[src/rtl/sar_pkg.sv]
package sar_pkg;
  // shortest conversion that fits one full internal transfer plus margin
  function automatic int unsigned min_conv_len(int unsigned w);
    return 2 * w + 2;
  endfunction

  // effective conversion length: request clamped to the minimum
  function automatic int unsigned eff_conv_len(int unsigned req, int unsigned w);
    return (req > min_conv_len(w)) ? req : min_conv_len(w);
  endfunction
endpackage

[src/rtl/sar_conv_ctrl.sv]
module sar_conv_ctrl #(
  parameter int RES_W = 16,
  parameter int LEN_W = 8
) (
  input  logic             clk,
  input  logic             rst_n,
  input  logic             conv_n,
  input  logic             pd_req,
  input  logic [LEN_W-1:0] conv_len,
  input  logic [RES_W-1:0] result_in,
  output logic             busy_n,
  output logic [LEN_W-1:0] cnt,
  output logic             end_evt,
  output logic [RES_W-1:0] work,
  output logic             pwr_down
);
  localparam int MINL = sar_pkg::min_conv_len(RES_W);

  logic             conv_q, busy_q, pd_q;
  logic [LEN_W-1:0] cnt_q, len_q, len_now;
  logic [RES_W-1:0] work_q;
  logic             start_evt, last_cyc;

  assign len_now   = LEN_W'(sar_pkg::eff_conv_len(32'(conv_len), RES_W));
  assign start_evt = busy_q & conv_q & ~conv_n;
  assign last_cyc  = ~busy_q & (cnt_q == len_q - 1'b1);

  always_ff @(posedge clk or negedge rst_n) begin
    if (!rst_n) begin
      conv_q <= 1'b1;
      busy_q <= 1'b1;
      cnt_q  <= '0;
      len_q  <= LEN_W'(MINL);
      work_q <= '0;
    end else begin
      conv_q <= conv_n;
      if (start_evt) begin
        busy_q <= 1'b0;
        cnt_q  <= '0;
        len_q  <= len_now;
        work_q <= result_in;
      end else if (!busy_q) begin
        if (last_cyc) busy_q <= 1'b1;
        else          cnt_q  <= cnt_q + 1'b1;
      end
    end
  end

  always_ff @(posedge clk or negedge rst_n) begin
    if (!rst_n)                    pd_q <= 1'b0;
    else if (pd_req && !conv_n)    pd_q <= 1'b1;
    else if (!pd_req && conv_n)    pd_q <= 1'b0;
  end

  assign busy_n   = busy_q;
  assign cnt      = cnt_q;
  assign end_evt  = last_cyc;
  assign work     = work_q;
  assign pwr_down = pd_q;

  a_r1_start: assert property (@(posedge clk) disable iff (!rst_n)
    (busy_q && conv_q && !conv_n) |=> (!busy_q && cnt_q == '0));
  a_r2_hold_low: assert property (@(posedge clk) disable iff (!rst_n)
    (!busy_q && !last_cyc) |=> !busy_q);
  a_r2_release: assert property (@(posedge clk) disable iff (!rst_n)
    last_cyc |=> busy_q);
  a_r2_bound: assert property (@(posedge clk) disable iff (!rst_n)
    !busy_q |-> (cnt_q < len_q && len_q >= LEN_W'(MINL)));
  a_r9_enter: assert property (@(posedge clk) disable iff (!rst_n)
    $rose(pd_q) |-> $past(!conv_n && pd_req));
  a_r9_leave: assert property (@(posedge clk) disable iff (!rst_n)
    $fell(pd_q) |-> $past(conv_n && !pd_req));
endmodule

[src/rtl/sar_int_clk.sv]
module sar_int_clk #(
  parameter int RES_W = 16,
  parameter int LEN_W = 8
) (
  input  logic             clk,
  input  logic             rst_n,
  input  logic             busy_n,
  input  logic [LEN_W-1:0] cnt,
  output logic             in_win,
  output logic             iclk_hi
);
  localparam int SPAN = 2 * RES_W;

  assign in_win  = ~busy_n & (cnt < LEN_W'(SPAN));
  assign iclk_hi = in_win & cnt[0];

  a_r3_idle_low: assert property (@(posedge clk) disable iff (!rst_n)
    busy_n |-> !iclk_hi);
  a_r3_alternate: assert property (@(posedge clk) disable iff (!rst_n)
    iclk_hi |=> !iclk_hi);
endmodule

[src/rtl/sar_shifter.sv]
module sar_shifter #(
  parameter int RES_W = 16
) (
  input  logic             clk,
  input  logic             rst_n,
  input  logic             ext_mode,
  input  logic             cs_n,
  input  logic             dclk_in,
  input  logic             reload_evt,
  input  logic [RES_W-1:0] load_val,
  input  logic             int_shift,
  output logic             ser_bit
);
  logic [RES_W-1:0] sh_q;
  logic             armed_q, dq, rise, load_ok, take;

  assign rise    = dclk_in & ~dq & ~cs_n;
  assign load_ok = ~ext_mode | ~dclk_in | cs_n;
  assign take    = reload_evt & load_ok;

  always_ff @(posedge clk or negedge rst_n) begin
    if (!rst_n) begin
      sh_q    <= '0;
      armed_q <= 1'b0;
      dq      <= 1'b0;
    end else begin
      dq <= dclk_in;
      if (take) begin
        sh_q    <= load_val;
        armed_q <= 1'b0;
      end else if (ext_mode) begin
        if (rise) begin
          if (armed_q) sh_q    <= {sh_q[RES_W-2:0], 1'b0};
          else         armed_q <= 1'b1;
        end
      end else if (int_shift) begin
        sh_q <= {sh_q[RES_W-2:0], 1'b0};
      end
    end
  end

  assign ser_bit = ext_mode ? (armed_q & sh_q[RES_W-1]) : sh_q[RES_W-1];

  a_r4_keep: assert property (@(posedge clk) disable iff (!rst_n)
    (reload_evt && ext_mode && dclk_in && !cs_n && dq) |=> $stable(sh_q) && $stable(armed_q));
  a_r5_arm: assert property (@(posedge clk) disable iff (!rst_n)
    (ext_mode && !armed_q && rise && !take) |=> (armed_q && $stable(sh_q)));
  a_r6_no_advance: assert property (@(posedge clk) disable iff (!rst_n)
    (ext_mode && cs_n && !reload_evt) |=> $stable(sh_q));
endmodule

[src/rtl/sar_serial_port.sv]
module sar_serial_port #(
  parameter int RES_W = 16,
  parameter int LEN_W = 8
) (
  input  logic             clk,
  input  logic             rst_n,
  input  logic             conv_n,
  input  logic             pd_req,
  input  logic             ext_mode,
  input  logic             cs_n,
  input  logic             dclk_in,
  input  logic [LEN_W-1:0] conv_len,
  input  logic [RES_W-1:0] result_in,
  output logic             busy_n,
  output logic             sdata,
  output logic             dclk_out,
  output logic             pwr_down
);
  logic [LEN_W-1:0] cnt;
  logic [RES_W-1:0] work;
  logic             end_evt, in_win, iclk_hi, ser_bit, int_bit;

  sar_conv_ctrl #(.RES_W(RES_W), .LEN_W(LEN_W)) u_ctrl (
    .clk(clk), .rst_n(rst_n), .conv_n(conv_n), .pd_req(pd_req),
    .conv_len(conv_len), .result_in(result_in), .busy_n(busy_n),
    .cnt(cnt), .end_evt(end_evt), .work(work), .pwr_down(pwr_down)
  );

  sar_int_clk #(.RES_W(RES_W), .LEN_W(LEN_W)) u_iclk (
    .clk(clk), .rst_n(rst_n), .busy_n(busy_n), .cnt(cnt),
    .in_win(in_win), .iclk_hi(iclk_hi)
  );

  sar_shifter #(.RES_W(RES_W)) u_shift (
    .clk(clk), .rst_n(rst_n), .ext_mode(ext_mode), .cs_n(cs_n),
    .dclk_in(dclk_in), .reload_evt(end_evt), .load_val(work),
    .int_shift(iclk_hi), .ser_bit(ser_bit)
  );

  assign int_bit  = in_win & ser_bit;
  assign sdata    = ~cs_n & (ext_mode ? ser_bit : int_bit);
  assign dclk_out = ~cs_n & ~ext_mode & iclk_hi;

  a_r6_quiet: assert property (@(posedge clk) disable iff (!rst_n)
    cs_n |-> (!sdata && !dclk_out));
  a_r10_no_clk_ext: assert property (@(posedge clk) disable iff (!rst_n)
    ext_mode |-> !dclk_out);
  a_r3_clk_in_busy: assert property (@(posedge clk) disable iff (!rst_n)
    dclk_out |-> !busy_n);
endmodule

[config.mk]
export PLATFORM = sky130hd
export DESIGN_NAME = sar_serial_port
export DESIGN_NICKNAME = d
export VERILOG_FILES = /design/src/rtl/sar_pkg.sv /design/src/rtl/sar_conv_ctrl.sv /design/src/rtl/sar_int_clk.sv /design/src/rtl/sar_shifter.sv /design/src/rtl/sar_serial_port.sv
export SDC_FILE = /design/constraint.sdc
export NUM_CORES = 1
export LEC_CHECK = 0
export CORE_ASPECT_RATIO = 0.5
export CORE_MARGIN = 2
export CORE_UTILIZATION = 57
export CTS_BUF_LIST = sky130_fd_sc_hd__clkbuf_2
export CTS_CLUSTER_SIZE = 25
export DETAILED_ROUTE_END_ITERATION = 7
export PLACE_DENSITY_LB_ADDON = 0.1
export SYNTH_ARGS = -nofsm -noshare
export SYNTH_HDL_FRONTEND = slang
export SYNTH_SLANG_ARGS = --single-unit
[constraint.sdc]
create_clock -name clk -period 3.5 [get_ports clk]
set_clock_uncertainty 0.1 [all_clocks]
set_input_delay 0.35 -clock clk [delete_from_list [all_inputs] [get_ports clk]]
set_output_delay 0.35 -clock clk [all_outputs]
set_load 0.03 [all_outputs]
==> results of run 1 <==
-- final cells by class --
cell class / count / area, sq um / area share
Timing Repair Buffer: 39 / 375 / 0.121
Multi-Input combinational cell: 180 / 1250 / 0.403
Tap cell: 57 / 71.3 / 0.0230
Clock inverter: 2 / 13.8 / 0.00444
Clock buffer: 6 / 30.0 / 0.00969
Inverter: 8 / 30.0 / 0.00969
Sequential cell: 53 / 1330 / 0.430
-- layer usage --
| metal | up-vias | global-route usage |
|---|---|---|
| li1 | 932 | - |
| met5 | - | 0 |
| met2 | 44 | 0.355 |
| met1 | 886 | 0.274 |
| met3 | 7 | 0.0480 |
| met4 | 0 | 0.0698 |
-- logic make-up after synthesis --
logic type | Yosys count | synth area share
fa+ha+maj | 3 | 0.0140
buf+inv | 19 | 0.0401
xor+xnor | 9 | 0.0293
mux | 38 | 0.167
compound gates | 29 | 0.0797
flops | 53 | 0.496
simple gates | 101 | 0.174
-- metrics by stage --
stage | power [W] | util | hold WS (ns) | area (sq um)
3_3_place_gp | 0.00198 | 0.682 | 0.360 | 3050
5_1_grt | 0.00245 | 0.694 | 0.231 | 3100
3_5_place_dp | 0.00204 | 0.682 | 0.361 | 3050
6_report | 0.00228 | 0.694 | 0.254 | 3100
4_1_cts | 0.00229 | 0.694 | 0.235 | 3100
2_1_floorplan | 0.00180 | - | -0.0456 | 2690
-- registers in the layout, indices dropped and copies added, names as in the netlist --
register and cells:
u_ctrl.pwr_down 1, u_ctrl.len_q 8, u_ctrl.work 16, u_ctrl.conv_q 1, u_shift.armed_q 1, u_ctrl.cnt 8, u_shift.dq 1, u_shift.sh_q 16
u_ctrl.busy_n 1
-- power by group through the flow --
stage | Combinational [W] | Sequential (W) | Clock [W]
2_1_floorplan | 0.000762 | 0.00103 | 0
3_3_place_gp | 0.000878 | 0.00110 | 0
3_5_place_dp | 0.000916 | 0.00112 | 0
4_1_cts | 0.000928 | 0.00111 | 0.000258
5_1_grt | 0.00102 | 0.00115 | 0.000275
6_report | 0.000923 | 0.00111 | 0.000250
-- critical path, cell delays in order (launching register included) --
cell and delay (ns):
dfstp_2 0.62, inv_1 0.06, ha_1 0.26, xor2_1 0.18
a311oi_1 0.36, o21ai_0 0.23, a311oi_4 0.33, nand2_4 0.14
a311o_1 0.34, buf_4 0.22, mux2_4 0.32
-- path summary, 6_finish.rpt --
path                            startpoint          endpoint  slack, ns  cells after the start
setup / recovery           u_ctrl.len_q[1]  u_shift.sh_q[13]       0.26                     10
hold reg to reg             u_ctrl.work[4]    u_ctrl.work[4]       0.41                      2
max in group asynchronous            rst_n     u_ctrl.conv_q       2.08                      3
hold / removal                      conv_n     u_ctrl.conv_q       0.25                      1
setup reg to reg           u_ctrl.len_q[1]  u_shift.sh_q[13]       0.26                     10
min in group asynchronous            rst_n    u_ctrl.work[5]       0.42                      2
-- cell usage in the layout (no fill, tap or decap), drive strengths merged, types with 2 or more instances in the layout --
master / netlist / routed
dfrtp: 49 / 49
xnor2: 5 / 5
dfstp: 4 / 4
a21oi: 7 / 7
a22o: 3 / 3
o21ai: 5 / 5
and2: 2 / 2
nor2: 6 / 6
or4: 2 / 2
a22oi: 2 / 2
nand4: 5 / 5
ha: 3 / 3
buf: 2 / 5
inv: 8 / 9
clkdlybuf4s50: 0 / 33
mux2: 31 / 31
o22ai: 3 / 3
or2b: 2 / 2
nand2: 69 / 69
nor3b: 2 / 2
mux2i: 7 / 7
xor2: 4 / 4
nor3: 2 / 2
clkbuf: 8 / 6
and3: 5 / 5
a311oi: 2 / 2
nor2b: 4 / 4
==> results.sh, run 1 <==
export IMPL_status="complete, no violations"
export IMPL_layout_drive_gt1_share=0.188
export IMPL_fp_dieW_microns=101
export IMPL_worstSkewPairLatency_ns=0.43
export IMPL_max_slew_margin=0.402
export IMPL_synth_common_cells="nand2_1 (68), dfrtp_1 (49), mux2_2 (23)"
export IMPL_worstSetupPathType="reg2reg"
export IMPL_startpoint_type="flip-flop"
export IMPL_p_sw_w=0.000869
export IMPL_netlist_top_cell_by_area="dfrtp_1"
export IMPL_die_area_sq_um=5310
export IMPL_cts_setup_buffers=0
export IMPL_cts_max_path_buffers=2
export IMPL_wl_met1_mm=2.43
export IMPL_met3_length_microns=235
export IMPL_overflow=0
export IMPL_clk_pin_slew_ns=0.26
export IMPL_die_height_microns=52.5
export IMPL_post_cts_resized=0
export IMPL_worst_ep_arrival_time_ns=3.50
export IMPL_cts_sinks=53
export IMPL_synthArstFlopShare=1.00
export IMPL_hold_viol_final=0
export IMPL_p_clk_frac=0.110
export IMPL_drc=0
export IMPL_placed_cells=336
export IMPL_maxCapViolCount=0
export IMPL_grt_use_total=0.211
export IMPL_dr_wl_met2_mm=2.41
export IMPL_drtAntennaViolNets=0
export IMPL_ys_warn_count=0
export IMPL_ys_ff_latch=53
export IMPL_grt_pass1_vias=1878
export IMPL_dpl_hpwl_mm=3.58
export IMPL_fin_crit_sh=0.926
export IMPL_tightest_slew_ns=0.894
export IMPL_pin_count=35
export IMPL_synthFlopType="dfrtp_1"
export IMPL_dp_slack_ns=0.322
export IMPL_sw_frac_of_total=0.381
export IMPL_htreeDepth=2
export IMPL_core_area_sq_um=4470
export IMPL_portBuffers=34
export IMPL_cp_data_required_time_ns=3.76
export IMPL_top_layer="met4"
export IMPL_stdcell_count=345
export IMPL_num_antenna_cells=0
export IMPL_grt_pass1_wl_mm=8.54
export IMPL_synth_edf_count=0
export IMPL_synth_most_common_cell="nand2_1"
export IMPL_synth_fp_nets=286
export IMPL_initial_core_util=0.601
export IMPL_power_frac_seq=0.486
export IMPL_crit_path_max_fanout=17
export IMPL_root_buffer="clkbuf_2"
export IMPL_p_leak_nw=1.54
export IMPL_cp_end_kind="flip-flop"
export IMPL_core_rowCount=17
export IMPL_vdd_drop_max_uv=296
export IMPL_ys_seq_area_frac=0.496
export IMPL_drt_iter0_markers=43
export IMPL_numCtsBuffers=5
export IMPL_fin_ws_ns=0.259
export IMPL_setup_violations=0
export IMPL_tns_ns=0
export IMPL_drt_pass1_iter_count=4
export IMPL_cts_tree="built"
export IMPL_antenna_found_initial=0
export IMPL_comb_power_share=0.405
export IMPL_syn_inst=252
export IMPL_routed_wl_mm=5.12
export IMPL_p_int_w=0.00141
export IMPL_yosysTopAreaCellShare=0.456
export IMPL_fin_nets=321
export IMPL_n_fill_cell=351
export IMPL_drt_vias_per_instance=5.42
export IMPL_gp_congestion=0.899
export IMPL_synth_cell_types=43
export IMPL_grt_max_degree=40
export IMPL_wl_per_cell_microns=14.8
export IMPL_synth_area_leaders="dfrtp_1 (46%), mux2_2 (9.6%), nand2_1 (9.5%)"
export IMPL_hold_path_class="in2reg"
export IMPL_max_freq_mhz=309
export IMPL_rsz0062_at_grt="false"
export IMPL_fin_crit_ns=3.24
export IMPL_holdBufCountCts=1
export IMPL_final_max_slew_viol_count=0
export IMPL_dr_total_vias=1869
export IMPL_power_density_nw_per_um2=736
export IMPL_syn_area_per_cell_sq_um=10.7
export IMPL_netlist_area_sq_um=2690
export IMPL_areaGrowthSynthToFinish_pct=15.4
No activity file was read; power rests on OpenSTA's default activity.
==> inputs of run 2 (changes only) <==
--- a/config.mk
+++ b/config.mk
@@ -5,7 +5,6 @@
 export SDC_FILE = /design/constraint.sdc
 export NUM_CORES = 1
 export LEC_CHECK = 0
-export CORE_ASPECT_RATIO = 0.5
 export CORE_MARGIN = 2
 export CORE_UTILIZATION = 57
 export CTS_BUF_LIST = sky130_fd_sc_hd__clkbuf_2
==> results.sh, run 2 (synthesized netlist as in run 1, its figures left out) <==
export IMPL_worstSkewPairLatency_ns=0.43
export IMPL_cp_num_buf_inv=2
export IMPL_max_stage_delay_ns=0.60
export IMPL_post_cts_resized=0
export IMPL_core_area_sq_um=4440
export IMPL_max_freq_mhz=313
export IMPL_clk_pin_slew_ns=0.24
export IMPL_final_area_sq_um=3090
export IMPL_hold_path_class="in2reg"
export IMPL_gp_congestion=0.786
export IMPL_dr_total_vias=1901
export IMPL_grt_pass1_wl_mm=8.51
export IMPL_num_antenna_cells=0
export IMPL_hold_viol_final=0
export IMPL_timing_hold_worst_start="conv_n"
export IMPL_grt_pass1_vias=1862
export IMPL_dpl_hpwl_mm=3.45
export IMPL_cp_data_required_time_ns=3.74
export IMPL_numCtsBuffers=5
export IMPL_wl_per_cell_microns=14.3
export IMPL_final_max_slew_viol_count=0
export IMPL_cts_setup_buffers=0
export IMPL_final_cell_mix="nand2_1 (68), dfrtp_1 (49), clkdlybuf4s50_1 (33), mux2_2 (23)"
export IMPL_dp_slack_ns=0.347
export IMPL_overflow=0
export IMPL_r2r_start="u_ctrl.len_q[1]"
export IMPL_root_buffer="clkbuf_2"
export IMPL_fin_ws_ns=0.307
export IMPL_worstSetupPathType="reg2reg"
export IMPL_hold_path_cell_count=1
export IMPL_crit_path_cell_trace="inv_1 -> ha_1 -> xor2_1 -> a311oi_1 -> o21ai_0 -> a311oi_4 -> nand2_4 -> a311o_1 -> buf_4 -> mux2_4"
export IMPL_drc=0
export IMPL_grt_use_total=0.208
export IMPL_die_height_microns=72.7
export IMPL_pin_count=35
export IMPL_post_dp_cell_area_sq_um=3040
export IMPL_power_density_nw_per_um2=728
export IMPL_critPathTopFamily="compound AO/OA/AOI/OAI gates"
export IMPL_max_slew_margin=0.376
export IMPL_worstReg2RegEnd="u_shift.sh_q[7]"
export IMPL_cts_sinks=53
export IMPL_layout_drive_gt1_share=0.188
export IMPL_cp_end_kind="flip-flop"
export IMPL_grt_max_degree=34
export IMPL_drt_iter0_markers=120
export IMPL_setup_violations=0
export IMPL_portBuffers=34
export IMPL_r2r_cells=10
export IMPL_tns_ns=0
export IMPL_crit_path_max_fanout=17
export IMPL_fin_nets=321
export IMPL_fp_dieW_microns=72.7
export IMPL_worst_path_max_delay_cell="dfstp_2"
export IMPL_seq_area_sq_um=1330
export IMPL_hold_end="u_ctrl.conv_q"
export IMPL_vdd_drop_max_uv=325
export IMPL_p_leak_nw=1.53
export IMPL_cts_max_path_buffers=2
export IMPL_drt_pass1_iter_count=4
export IMPL_regToRegSetupSlack_ns=0.31
export IMPL_die_area_sq_um=5280
export IMPL_fin_crit_sh=0.912
export IMPL_drt_vias_per_instance=5.59
export IMPL_initial_core_util=0.604
export IMPL_antenna_found_initial=0
export IMPL_startpoint_type="flip-flop"
export IMPL_core_rowCount=24
export IMPL_status="complete, no violations"
export IMPL_rsz0062_at_grt="false"
export IMPL_routed_wl_mm=4.85
export IMPL_worst_ep_arrival_time_ns=3.43
export IMPL_tightest_slew_ns=0.933
export IMPL_fin_crit_ns=3.19
export IMPL_n_fill_cell=355
export IMPL_layout_commonest_cell="nand2_1"
export IMPL_multi_input_area_sq_um=1250
export IMPL_areaGrowthSynthToFinish_pct=15.1
export IMPL_htreeDepth=2
export IMPL_cts_tree="built"
export IMPL_drtAntennaViolNets=0
export IMPL_maxCapViolCount=0
-- run 2: routing by layer --
layer  vias to the layer above  global-route usage  routed length [microns]
met5                         -                   0                        0
met4                         0              0.0597                       46
met3                         5              0.0525                      241
met2                        55               0.329                     2220
met1                       910               0.287                     2340
li1                        931                   -                        -
-- run 2: layout make-up --
class                           instances  share of cell area
Multi-Input combinational cell        180               0.403
Tap cell                               52              0.0210
Sequential cell                        53               0.431
Timing Repair Buffer                   39               0.121
Clock inverter                          1             0.00243
Clock buffer                            7              0.0113
Inverter                                8             0.00971
-- run 2: how the worst max path moves through the flow --
stage	start	to	slack, ns	cells after the start
CTS	u_ctrl.len_q[1]	u_shift.sh_q[7]	0.31	10
floorplan	u_ctrl.len_q[1]	u_shift.sh_q[10]	0.46	11
detailed placement	u_ctrl.len_q[1]	u_shift.sh_q[14]	0.35	10
global route	u_ctrl.cnt[6]	dclk_out	0.16	4
global placement	u_ctrl.len_q[1]	u_shift.sh_q[13]	0.42	10
finish	u_ctrl.len_q[1]	u_shift.sh_q[7]	0.31	10
-- run 2: metrics by stage --
step                total power (W)  hold WS [ns]  utilization  std cells
floorplan                   0.00180       -0.0456            -        252
CTS                         0.00226         0.241        0.696        340
global route                0.00244         0.228        0.696        340
global placement            0.00199         0.346        0.684        331
detailed placement          0.00202         0.344        0.684        331
finish                      0.00225         0.273        0.696        340
-- run 2: timing repair --
| action | in CTS | in global routing |
|---|---|---|
| endpoints found under the setup margin | 0 | 0 |
| hold buffers | 1 | 0 |
| endpoints found under the hold margin | 31 | 0 |
-- run 2: power by group --
group	leakage, nW	total [W]	internal (W)	switching [W]
sequential	0.669	0.00111	0.000872	0.000234
combinational	0.833	0.000908	0.000483	0.000425
clock	0.0292	0.000239	0.0000551	0.000184
-- run 2: worst register-to-register path: cells and delay by family (launching register included) --
| family | cells | cell delay [ns] |
|---|---|---|
| AO/OA/AOI/OAI | 4 | 1.23 |
| flip-flops | 1 | 0.60 |
| multiplexers | 1 | 0.32 |
| buffers and inverters | 2 | 0.28 |
| adder cells (fa/ha/maj) | 1 | 0.26 |
| XOR/XNOR | 1 | 0.18 |
| AND/OR/NAND/NOR | 1 | 0.14 |
==> inputs of run 3 (changes only) <==
--- a/config.mk
+++ b/config.mk
@@ -10,7 +10,7 @@
 export CTS_BUF_LIST = sky130_fd_sc_hd__clkbuf_2
 export CTS_CLUSTER_SIZE = 25
 export DETAILED_ROUTE_END_ITERATION = 7
-export PLACE_DENSITY_LB_ADDON = 0.1
+export PLACE_DENSITY = 0.82
 export SYNTH_ARGS = -nofsm -noshare
 export SYNTH_HDL_FRONTEND = slang
 export SYNTH_SLANG_ARGS = --single-unit
==> results.sh, run 3 (synthesized netlist as in run 1, its figures left out) <==
export IMPL_status="complete, no violations"
export IMPL_worstSkewPairLatency_ns=0.44
export IMPL_max_freq_mhz=313
export IMPL_pin_count=35
export IMPL_root_buffer="clkbuf_2"
export IMPL_vdd_drop_max_uv=369
export IMPL_cts_sinks=53
export IMPL_rsz0062_at_grt="false"
export IMPL_drt_vias_per_instance=5.56
export IMPL_p_sw_w=0.000846
export IMPL_drt_iter0_markers=136
export IMPL_cts_tree="built"
export IMPL_wl_per_cell_microns=14.4
export IMPL_core_area_sq_um=4440
export IMPL_core_rowCount=24
export IMPL_dr_total_vias=1895
export IMPL_grt_pass1_wl_mm=8.35
export IMPL_grt_use_total=0.204
export IMPL_fp_dieW_microns=72.7
export IMPL_antenna_found_initial=0
export IMPL_layout_drive_gt1_share=0.187
export IMPL_final_max_slew_viol_count=0
export IMPL_overflow=0
export IMPL_power_frac_seq=0.489
export IMPL_hold_viol_final=0
export IMPL_p_int_w=0.00141
export IMPL_layout_commonest_cell="nand2_1"
export IMPL_grt_max_degree=31
export IMPL_max_slew_margin=0.602
export IMPL_gp_congestion=0.862
export IMPL_crit_path_max_fanout=17
export IMPL_drc=0
export IMPL_drtAntennaViolNets=0
export IMPL_die_height_microns=72.7
export IMPL_htreeDepth=2
export IMPL_drt_pass1_iter_count=4
export IMPL_num_antenna_cells=0
export IMPL_p_clk_frac=0.106
export IMPL_grt_pass1_vias=1806
export IMPL_post_dp_cell_area_sq_um=3050
export IMPL_portBuffers=34
export IMPL_cp_data_required_time_ns=3.76
export IMPL_die_area_sq_um=5280
export IMPL_fin_crit_ns=3.19
export IMPL_p_leak_nw=1.54
export IMPL_areaGrowthSynthToFinish_pct=15.4
export IMPL_n_fill_cell=346
export IMPL_fin_ws_ns=0.307
export IMPL_setup_violations=0
export IMPL_sw_frac_of_total=0.376
export IMPL_numCtsBuffers=5
export IMPL_final_cell_mix="nand2_1 (68), dfrtp_1 (49), clkdlybuf4s50_1 (33), mux2_2 (23)"
export IMPL_cts_setup_buffers=0
export IMPL_tightest_slew_ns=0.591
export IMPL_final_util=0.697
export IMPL_worst_ep_arrival_time_ns=3.45
export IMPL_hold_path_class="in2reg"
export IMPL_hold_ws_ns=0.255
export IMPL_holdBufCountCts=1
export IMPL_final_area_sq_um=3100
export IMPL_worstSetupPathType="reg2reg"
export IMPL_cts_max_path_buffers=2
export IMPL_routed_wl_mm=4.90
export IMPL_dp_slack_ns=0.345
export IMPL_startpoint_type="flip-flop"
export IMPL_comb_power_share=0.406
export IMPL_post_cts_resized=0
export IMPL_dpl_hpwl_mm=3.59
export IMPL_power_density_nw_per_um2=726
export IMPL_initial_core_util=0.604
export IMPL_maxCapViolCount=0
export IMPL_clk_pin_slew_ns=0.25
export IMPL_tns_ns=0
export IMPL_cp_end_kind="flip-flop"
export IMPL_seq_area_sq_um=1330
export IMPL_multi_input_area_sq_um=1250
export IMPL_fin_crit_sh=0.912
export IMPL_fin_nets=322
-- run 3: path summary, 6_finish.rpt --
check,slack [ns],cells past startpoint,end,startpoint
max,0.31,10,u_shift.sh_q[7],u_ctrl.len_q[1]
min,0.25,1,u_ctrl.conv_q,conv_n
max reg2reg,0.31,10,u_shift.sh_q[7],u_ctrl.len_q[1]
min reg2reg,0.41,2,u_ctrl.work[4],u_ctrl.work[4]
max in group asynchronous,2.22,3,u_ctrl.busy_n,rst_n
min in group asynchronous,0.29,2,u_ctrl.cnt[4],rst_n
-- run 3: layout make-up --
cell class / instances / share of cell area
clock inverters: 3 / 0.00565
flip-flops and latches: 53 / 0.430
repair buffers: 40 / 0.124
inverters: 8 / 0.00969
well taps: 52 / 0.0210
multi-input cells: 180 / 0.403
clock buffers: 5 / 0.00807
-- run 3: through the flow --
step / std cells / total power, W
6_report: 341 / 0.00225
5_1_grt: 341 / 0.00243
4_1_cts: 341 / 0.00226
3_5_place_dp: 332 / 0.00203
3_3_place_gp: 332 / 0.00199
2_1_floorplan: 252 / 0.00180
-- run 3: power groups by stage --
| stage | registers, W | clock network, W | logic, W |
|---|---|---|---|
| final | 0.00110 | 0.000238 | 0.000914 |
| after global placement | 0.00110 | 0 | 0.000885 |
| after detailed placement | 0.00112 | 0 | 0.000914 |
| after floorplan | 0.00103 | 0 | 0.000762 |
| after global routing | 0.00114 | 0.000271 | 0.00102 |
| after CTS | 0.00110 | 0.000245 | 0.000919 |
-- run 3: worst max-delay path, cell delays in order (launching register included) --
cell      delay (ns)
dfstp_2         0.62
inv_1           0.06
ha_1            0.27
xor2_1          0.18
a311oi_1        0.33
o21ai_0         0.22
a311oi_4        0.32
nand2_4         0.13
a311o_1         0.34
buf_4           0.22
mux2_4          0.32
-- run 3: routing by layer --
layer  global-route usage  share of wire  vias up
met2                0.322           0.47       43
met4               0.0556          0.010        0
met5                    0              0        -
met1                0.287           0.48      912
li1                     -              -      934
met3               0.0470          0.040        6
